## src/rtl/gdrv_pkg.sv

```systemverilog
package gdrv_pkg;
  // Release-sequence phase seen by the per-leg request logic
  typedef enum logic [1:0] {
    SEQ_HALT    = 2'd0,  // everything forced off
    SEQ_REFRESH = 2'd1,  // lowers forced on, uppers blocked
    SEQ_WAIT    = 2'd2,  // lowers follow commands, uppers blocked
    SEQ_RUN     = 2'd3   // normal operation
  } seq_phase_e;
endpackage

```

## src/rtl/gdrv_release_seq.sv

```systemverilog
module gdrv_release_seq
  import gdrv_pkg::*;
#(
  parameter int CW = 12
) (
  input  logic          clk,
  input  logic          rst_n,
  input  logic          halt,
  input  logic [CW-1:0] refresh_cnt,
  input  logic [CW-1:0] enable_cnt,
  output seq_phase_e    phase
);
  localparam logic [CW-1:0] T_MAX = {CW{1'b1}};

  logic          run_q;
  logic [CW-1:0] t_q;

  // cycles elapsed since the first edge that saw the halt released
  always_ff @(posedge clk or negedge rst_n) begin
    if (!rst_n) begin
      run_q <= 1'b0;
      t_q   <= '0;
    end else if (halt) begin
      run_q <= 1'b0;
      t_q   <= '0;
    end else begin
      run_q <= 1'b1;
      if (run_q && (t_q != T_MAX)) t_q <= t_q + 1'b1;
    end
  end

  always_comb begin
    if (!run_q || halt)         phase = SEQ_HALT;
    else if (t_q < refresh_cnt) phase = SEQ_REFRESH;
    else if (t_q < enable_cnt)  phase = SEQ_WAIT;
    else                        phase = SEQ_RUN;
  end

  AST_SEQ_RESTART: assert property (@(posedge clk) disable iff (!rst_n)
    halt |=> (t_q == '0 && !run_q));
endmodule

```

## src/rtl/gdrv_leg_arb.sv

```systemverilog
module gdrv_leg_arb
  import gdrv_pkg::*;
(
  input  seq_phase_e phase,
  input  logic       bypass,
  input  logic       up_cmd_n,
  input  logic       dn_cmd,
  output logic       up_req,
  output logic       dn_req
);
  always_comb begin
    unique case (phase)
      SEQ_HALT: begin
        up_req = 1'b0;
        dn_req = 1'b0;
      end
      SEQ_REFRESH: begin
        up_req = 1'b0;
        dn_req = 1'b1;
      end
      SEQ_WAIT: begin
        up_req = 1'b0;
        dn_req = dn_cmd;
      end
      default: begin
        dn_req = dn_cmd;
        // lower wins unless the interlock is bypassed
        up_req = !up_cmd_n && (bypass || !dn_cmd);
      end
    endcase
  end
endmodule

```

## src/rtl/gdrv_turnon_delay.sv

```systemverilog
module gdrv_turnon_delay #(
  parameter int CW = 12
) (
  input  logic          clk,
  input  logic          rst_n,
  input  logic          req,
  input  logic          bypass,
  input  logic [CW-1:0] dead,
  output logic          gate
);
  logic [CW-1:0] cnt_q;
  logic          gate_q;

  always_ff @(posedge clk or negedge rst_n) begin
    if (!rst_n) begin
      cnt_q  <= '0;
      gate_q <= 1'b0;
    end else if (!req) begin
      // turn-off is never delayed
      cnt_q  <= '0;
      gate_q <= 1'b0;
    end else if (bypass || gate_q) begin
      gate_q <= 1'b1;
    end else if (cnt_q >= dead) begin
      gate_q <= 1'b1;
    end else begin
      cnt_q <= cnt_q + 1'b1;
    end
  end

  assign gate = gate_q;

  AST_RISE_NEEDS_REQ: assert property (@(posedge clk) disable iff (!rst_n)
    $rose(gate_q) |-> $past(req));
  AST_FALL_ON_DROP: assert property (@(posedge clk) disable iff (!rst_n)
    (gate_q && !req) |=> !gate_q);
endmodule

```

## src/rtl/tri_bridge_gate_ctrl.sv

```systemverilog
module tri_bridge_gate_ctrl
  import gdrv_pkg::*;
#(
  parameter int NPH = 3,
  parameter int CW  = 12
) (
  input  logic           clk,
  input  logic           rst_n,
  input  logic           dis,
  input  logic           uv,
  input  logic           bypass,
  input  logic [CW-1:0]  dead_cnt,
  input  logic [CW-1:0]  refresh_cnt,
  input  logic [CW-1:0]  enable_cnt,
  input  logic [NPH-1:0] hi_cmd_n,
  input  logic [NPH-1:0] lo_cmd,
  output logic [NPH-1:0] hi_out,
  output logic [NPH-1:0] lo_out
);
  logic       halt;
  seq_phase_e seq_phase;

  assign halt = dis | uv;

  gdrv_release_seq #(.CW(CW)) u_seq (
    .clk         (clk),
    .rst_n       (rst_n),
    .halt        (halt),
    .refresh_cnt (refresh_cnt),
    .enable_cnt  (enable_cnt),
    .phase       (seq_phase)
  );

  for (genvar p = 0; p < NPH; p++) begin : g_leg
    logic up_req, dn_req;

    gdrv_leg_arb u_arb (
      .phase    (seq_phase),
      .bypass   (bypass),
      .up_cmd_n (hi_cmd_n[p]),
      .dn_cmd   (lo_cmd[p]),
      .up_req   (up_req),
      .dn_req   (dn_req)
    );

    gdrv_turnon_delay #(.CW(CW)) u_up (
      .clk (clk), .rst_n (rst_n), .req (up_req),
      .bypass (bypass), .dead (dead_cnt), .gate (hi_out[p])
    );

    gdrv_turnon_delay #(.CW(CW)) u_dn (
      .clk (clk), .rst_n (rst_n), .req (dn_req),
      .bypass (bypass), .dead (dead_cnt), .gate (lo_out[p])
    );
  end

  AST_NO_SHOOT: assert property (@(posedge clk) disable iff (!rst_n)
    !$past(bypass) |-> ((hi_out & lo_out) == '0));
  AST_HALT_OFF: assert property (@(posedge clk) disable iff (!rst_n)
    halt |=> (hi_out == '0 && lo_out == '0));
  AST_REFRESH_UPPERS_OFF: assert property (@(posedge clk) disable iff (!rst_n)
    (seq_phase == SEQ_REFRESH) |=> (hi_out == '0));
  AST_UPPER_GATED: assert property (@(posedge clk) disable iff (!rst_n)
    (seq_phase != SEQ_RUN) |=> (hi_out == '0));
  AST_RESET_OFF: assert property (@(posedge clk)
    !rst_n |-> (hi_out == '0 && lo_out == '0));
endmodule

```

## config.mk

```make
export PLATFORM = sky130hd
export DESIGN_NAME = tri_bridge_gate_ctrl
export DESIGN_NICKNAME = d
export VERILOG_FILES = /design/src/rtl/gdrv_pkg.sv /design/src/rtl/gdrv_release_seq.sv /design/src/rtl/gdrv_leg_arb.sv /design/src/rtl/gdrv_turnon_delay.sv /design/src/rtl/tri_bridge_gate_ctrl.sv
export SDC_FILE = /design/constraint.sdc
export NUM_CORES = 1
export LEC_CHECK = 0
export ABC_CLOCK_PERIOD_IN_PS = 5700
export BUFFER_PORTS_ARGS = -buffer_cell sky130_fd_sc_hd__buf_2
export CORE_MARGIN = 3
export CORE_UTILIZATION = 50
export DETAILED_ROUTE_END_ITERATION = 12
export PLACE_DENSITY = 0.68
export SLEW_MARGIN = 20
export SYNTH_ARGS = -nofsm -noshare
export SYNTH_HDL_FRONTEND = slang
export SYNTH_SLANG_ARGS = --single-unit
export TNS_END_PERCENT = 1
```

## constraint.sdc

```tcl
create_clock -name clk -period 5.7 [get_ports clk]
set_clock_uncertainty 0.05 [all_clocks]
set_input_delay 1.14 -clock clk [delete_from_list [all_inputs] [get_ports clk]]
set_output_delay 1.14 -clock clk [all_outputs]
set_load 0.02 [all_outputs]
```

== Word level (Yosys, flattened, before mapping) ==
Cells that the tools add are included.

* Word-level logic and storage cells: 129
* Flip-flop bits (word level): 91
* Output and inout bits: 6
* Bits of input ports: 47

* Order comparisons: 8
* Bitwise operators: 1
* Add/subtract/negate cells: 7
* Muxes and demuxes: 48
* Equality and inequality tests: 21
* Reductions and logical operators: 30

{| class="wikitable"
|+ Operators by type and width
! operator !! count
|-
| two-way mux 12 bit || 20
|-
| adder 12 x 1 -> 12 bit (second input constant) || 7
|-
| >= comparator 12 bit || 6
|-
| < comparator 12 bit || 2
|-
| != test 2 bit (second input constant) || 12
|-
| two-way mux 1 bit || 23
|-
| != test 3 bit (second input constant) || 6
|-
| != test 12 bit (second input constant) || 1
|-
| AND reduction 2 bit || 6
|-
| logical OR 1 bit || 10
|-
| logical NOT 1 bit || 7
|-
| one-hot mux 1 bit (2 select lines) || 3
|-
| logical AND 1 bit || 4
|-
| two-way mux 2 bit || 2
|-
| OR reduction 3 bit || 1
|-
| equality test 2 x 1 -> 1 bit (second input constant) || 1
|-
| equality test 2 bit (second input constant) || 1
|-
| logical NOT 2 bit || 1
|-
| nonzero test 2 bit || 1
|-
| OR 1 bit || 1
|}

== Depth between registers and ports, before layout ==
* Depth in word-level cells: 9
* Gate-level depth with buffers: 10
* Depth with buffers taken out: 8

== Cells and area by module ==
Synthesis repeated with hierarchy kept, for this count alone.

* Cells, all modules: 831
* Area total of the unflattened synthesis: 7349.5 um^2

{| class="wikitable"
|+ Modules (own cells, without submodules)
! module !! times used !! area each (um^2) !! cells an instance !! seq. area each (um^2)
|-
| gdrv_turnon_delay (g_leg[0].u_dn ...) || 5 || 1003.5 || 112 || 325.3
|-
| gdrv_release_seq || 1 || 1224.9 || 147 || 325.3
|-
| gdrv_turnon_delay (g_leg[1].u_dn) || 1 || 996.0 || 111 || 325.3
|-
| gdrv_leg_arb || 3 || 35.0 || 4 || 0.0
|-
| tri_bridge_gate_ctrl || 1 || 6.3 || 1 || 0.0
|}

== Worst setup path before layout ==
OpenSTA, ideal clock, no wires.

* Path type: input port to flip-flop
* Start point: input port dead_cnt[10]
* End point: register g_leg[0].u_up.cnt_q[5]
* Buffers on the path: 1
* Required time: 5571 ps
* Setup time: 79 ps
* Cell stages on the path: 9
* Data arrival time: 2874 ps
* Slack: 2697 ps
* Cell sequence: inv_1 ha_1 and3_1 o21ai_2 o211ai_2 or2_1 buf_6 or3_1 a21oi_1

* Cells in the longest elaborated chain, start to end: 3

{| class="wikitable"
|+ Ends and longest elaborated chain
! item !! RTL line !! RTL
|-
| start: declaration || tri_bridge_gate_ctrl.sv:12 || <nowiki>input logic [CW-1:0] dead_cnt,</nowiki>
|-
| >= comparator 12 bit || gdrv_turnon_delay.sv:24 || <nowiki>end else if (cnt_q >= dead) begin</nowiki>
|-
| != test 2 bit (no source line) || -- ||
|-
| AND reduction 2 bit (no source line) || -- ||
|-
| end signal: assignment || gdrv_turnon_delay.sv:27 || <nowiki>cnt_q <= cnt_q + 1'b1;</nowiki>
|-
| end: declaration || gdrv_turnon_delay.sv:11 || <nowiki>logic [CW-1:0] cnt_q;</nowiki>
|}

Every way passes these cells.
A chain may end at the register's enable or synchronous reset.

== Worst setup path in the final report ==
* Start point: input port dead_cnt[9]
* End point: register g_leg[0].u_dn.cnt_q[6]

* Cells in the longest elaborated chain, start to end: 3

{| class="wikitable"
|+ Ends and longest elaborated chain
! item !! RTL line
|-
| >= comparator 12 bit || gdrv_turnon_delay.sv:24
|-
| != test 2 bit (no source line) || --
|-
| AND reduction 2 bit (no source line) || --
|-
| end signal: assignment || gdrv_turnon_delay.sv:27
|-
| end: declaration || gdrv_turnon_delay.sv:11
|}

Every way passes these cells.

==> run_results.csv <==
group,metric,value,unit
synth,synth-seq-cells,91,
clock_tree,postCtsHoldBufs,0,
critical_path,cp.arrival,3590,ps
clock_tree,cts_setup_buffers,0,
floorplanning,initial_core_util,52.4,%
clock_tree,clock_latency,350,ps
run_status,status,"finished clean",
synth,synth_commonest_cells,"ha_1, dfrtp_1, a21oi_1",
synth,synthMuxAreaShare,0.883,%
critical_path,cp_slowest_cell,"or4_1",
clock_tree,cts_tree,"yes",
synth,post-synth-top-count-cell,"ha_1",
floorplanning,die_area,15000,um2
detailed_routing,drt_first_pass_iters,5,
synth,synthXorXnorAreaFrac,5.79,%
power,power,1.40,mW
synth,yosysTopAreaCell,"dfrtp_1",
critical_path,crit_required,5930,ps
power,pwr-share-clk,45.1,%
grt,grt_pass1_wl,27100,um
critical_path,path_buf_inv,2,
synth,synth_top_family_by_area,"simple AND/OR/NAND/NOR gates",
synth,ys_seq_area_share,33.5,%
floorplanning,core_area,13000,um2
sta,finalSetupViolCount,0,
cells_and_area,area_growth,9.93,%
flow_run,cap_viol_max_count,0,
clock_tree,htreeDepth,3,
grt,grt_use_total,22.7,%
place,port_buffers,52,
critical_path,critPathCaptureType,"register",
detailed_routing,drt_iter0_markers,272,
grt,grtUsageMet3,5.85,%
sta,max_freq,297,MHz
synth,ys_warn_count,0,
sta,tns,0,ps
critical_path,crit_chain,"buf_2, inv_1, ha_1, a211oi_1, nor2_1, nor4_4, o21ai_1, or4_1, a21oi_1",
floorplanning,die_h,123,um
synth,syn_area,6810,um2
power,cell_internal_pwr,1.06,mW
synth,synth_edf_count,0,
cells_and_area,drive_gt1_share,13.9,%
floorplanning,rows,41,
place,gp_congestion,0.903,
sta,slew_viol_final,0,
cells_and_area,fin_nets,942,
synth,synthSimpleGateAreaFrac,20.5,%
detailed_routing,num_vias,5697,
grt,antenna_found_initial,0,
critical_path,worst_setup_path_start_kind,"primary input",
floorplanning,die_x,123,um
critical_path,crit_family,"simple AND/OR/NAND/NOR gates",
sta,rsz0062_at_grt,"no",
clock_tree,clockBufferDepth,2,
clock_tree,clk_pin_slew,60,ps
sta,hold_violations,0,
grt,grtUsageMet2,38.7,%
detailed_routing,ant_nets,0,
synth,synthArstFlopShare,100,%
sta,min_period_over_period,59.0,%
sta,maxSlewHeadroom,32.3,%
synth,avgSynthCellArea,9.05,um2
synth,ys.flop_type,"dfrtp_1",
power,powerDensity,187,nW/um2
clock_tree,clock_sinks,91,
power,sw_frac_of_total,24.2,%
grt,grt_most_used_layer,"met2",
power,peakVddDrop,207,uV
clock_tree,cts_resized,0,
critical_path,cpPeakStageDelay,620,ps
detailed_routing,drc,0,
grt,grt_overflow,0,
synth,synthAdderAreaFrac,18.6,%
grt,grt_max_degree,67,
clock_tree,numCtsBuffers,9,
synth,synth_nets,900,
synth,synth_area_leaders,"dfrtp_1, ha_1, a21oi_1",
cells_and_area,post-route-util,57.6,%
critical_path,crit_fanout,17,
power,p_leak,3.39,nW
detailed_routing,avgViaCountPerCell,5.87,
cells_and_area,fin_cells,971,
cells_and_area,num_antenna_cells,0,
sta,min_period,3360,ps
grt,use_met1,29.2,%
detailed_routing,routedWlPerCell,16.6,um
clock_tree,clock-root-buffer,"clkbuf_16",
grt,first_global_vias,5618,
hold_path,hp-class,"reg2reg",
synth,synthCells,752,
power,seqPwrFrac,46.3,%
critical_path,worstSetupPathType,"in2reg",
floorplanning,ios,53,
synth,synth_compound_area_share,16.1,%
power,power_frac_comb,8.6,%
critical_path,r2r_slack,3050,ps
place,place_inst,955,
sta,hold_ws,499,ps
detailed_routing,wirelength,16100,um
place,dp_hpwl,11900,um
synth,yosysTopAreaCellShare,33.5,%
sta,tightest_slew,1010,ps
power,p_switching,339,uW
synth,ys_types,55,
-- worst reg2reg max path: cells and delay by family, from the launching register on --
kind / cells / cell delay [ps]
DFF: 1 / 470
and+or+nand+nor: 2 / 470
AOI/OAI and AO/OA: 4 / 1270
adders and majority gates: 1 / 330
-- per-layer routing --
layer  up-vias  share of wire (%)
li1       2815                  -
met1      2747                 46
met2       122                 48
met3        13                5.1
met4         0                1.1
met5         -                  0
-- area by class of cell --
| type | instances | area, um2 |
|---|---|---|
| clock buffers | 12 | 267 |
| multi-input cells | 592 | 4230 |
| inverters | 47 | 176 |
| repair buffers | 53 | 270 |
| fillers | 1154 | 5500 |
| clock inverters | 4 | 47.5 |
| flip-flops and latches | 91 | 2280 |
| well taps | 172 | 215 |
-- power by group through the flow --
stage | registers, mW | clock network (mW) | logic, mW
floorplan | 0.661 | 0 | 0.0683
global route | 0.649 | 0.669 | 0.139
CTS | 0.649 | 0.643 | 0.122
detailed placement | 0.661 | 0 | 0.121
finish | 0.649 | 0.632 | 0.121
global placement | 0.661 | 0 | 0.116
-- flip-flops by register name (all words and copies together) (netlist names) --
name,cells
g_leg.u_dn.cnt_q,36
g_leg.u_dn.gate,3
g_leg.u_up.cnt_q,36
g_leg.u_up.gate,3
u_seq.run_q,1
u_seq.t_q,12
-- cell families after synthesis --
kind of cell,after synthesis
buf+inv,69
compound gates,178
flops,91
xor+xnor,45
simple gates,262
mux,6
fa+ha+maj,101
-- worst paths after layout --
kind                                               from                       to  cells after the start
worst max-delay path                        dead_cnt[9]   g_leg[0].u_dn.cnt_q[6]                      9
worst min-delay path            g_leg[1].u_dn.cnt_q[11]  g_leg[1].u_dn.cnt_q[11]                      2
worst max register to register             u_seq.t_q[2]   g_leg[1].u_up.cnt_q[2]                      7
worst min register to register  g_leg[1].u_dn.cnt_q[11]  g_leg[1].u_dn.cnt_q[11]                      2
max in group asynchronous                         rst_n   g_leg[0].u_up.cnt_q[7]                      2
min in group asynchronous                         rst_n   g_leg[1].u_dn.cnt_q[6]                      1
-- through the flow --
stage	worst slack [ps]	area (um2)
after floorplan	2700	6810
after global placement	1980	7150
after detailed placement	1930	7160
after CTS	2280	7470
after global routing	2150	7480
final	2340	7480
-- cells in the final DEF, fill, tap and decap left out, types with 3 or more instances in the layout --
cell type and n:
or4_1 12, xor2_1 28, mux2i_1 6, a21o_1 3
o211ai_1 5, nor2_1 52, nor2_2 20, clkbuf_8 3
o21a_1 5, xnor2_1 17, nand3_1 28, a21oi_2 4
o2111ai_1 8, o21ai_2 6, nor4_1 5, ha_1 101
inv_1 46, o31ai_1 13, and2_1 3, and3_1 12
nor2b_1 11, nand4_1 14, or3_1 19, o21ai_0 46
buf_2 51, nand3_2 3, o21ai_1 9, a21oi_1 57
nor3_1 18, and4_1 5, nand2_1 50, dfrtp_1 91
a211oi_1 11, clkbuf_16 9
Power figures use the tool's default switching activity.
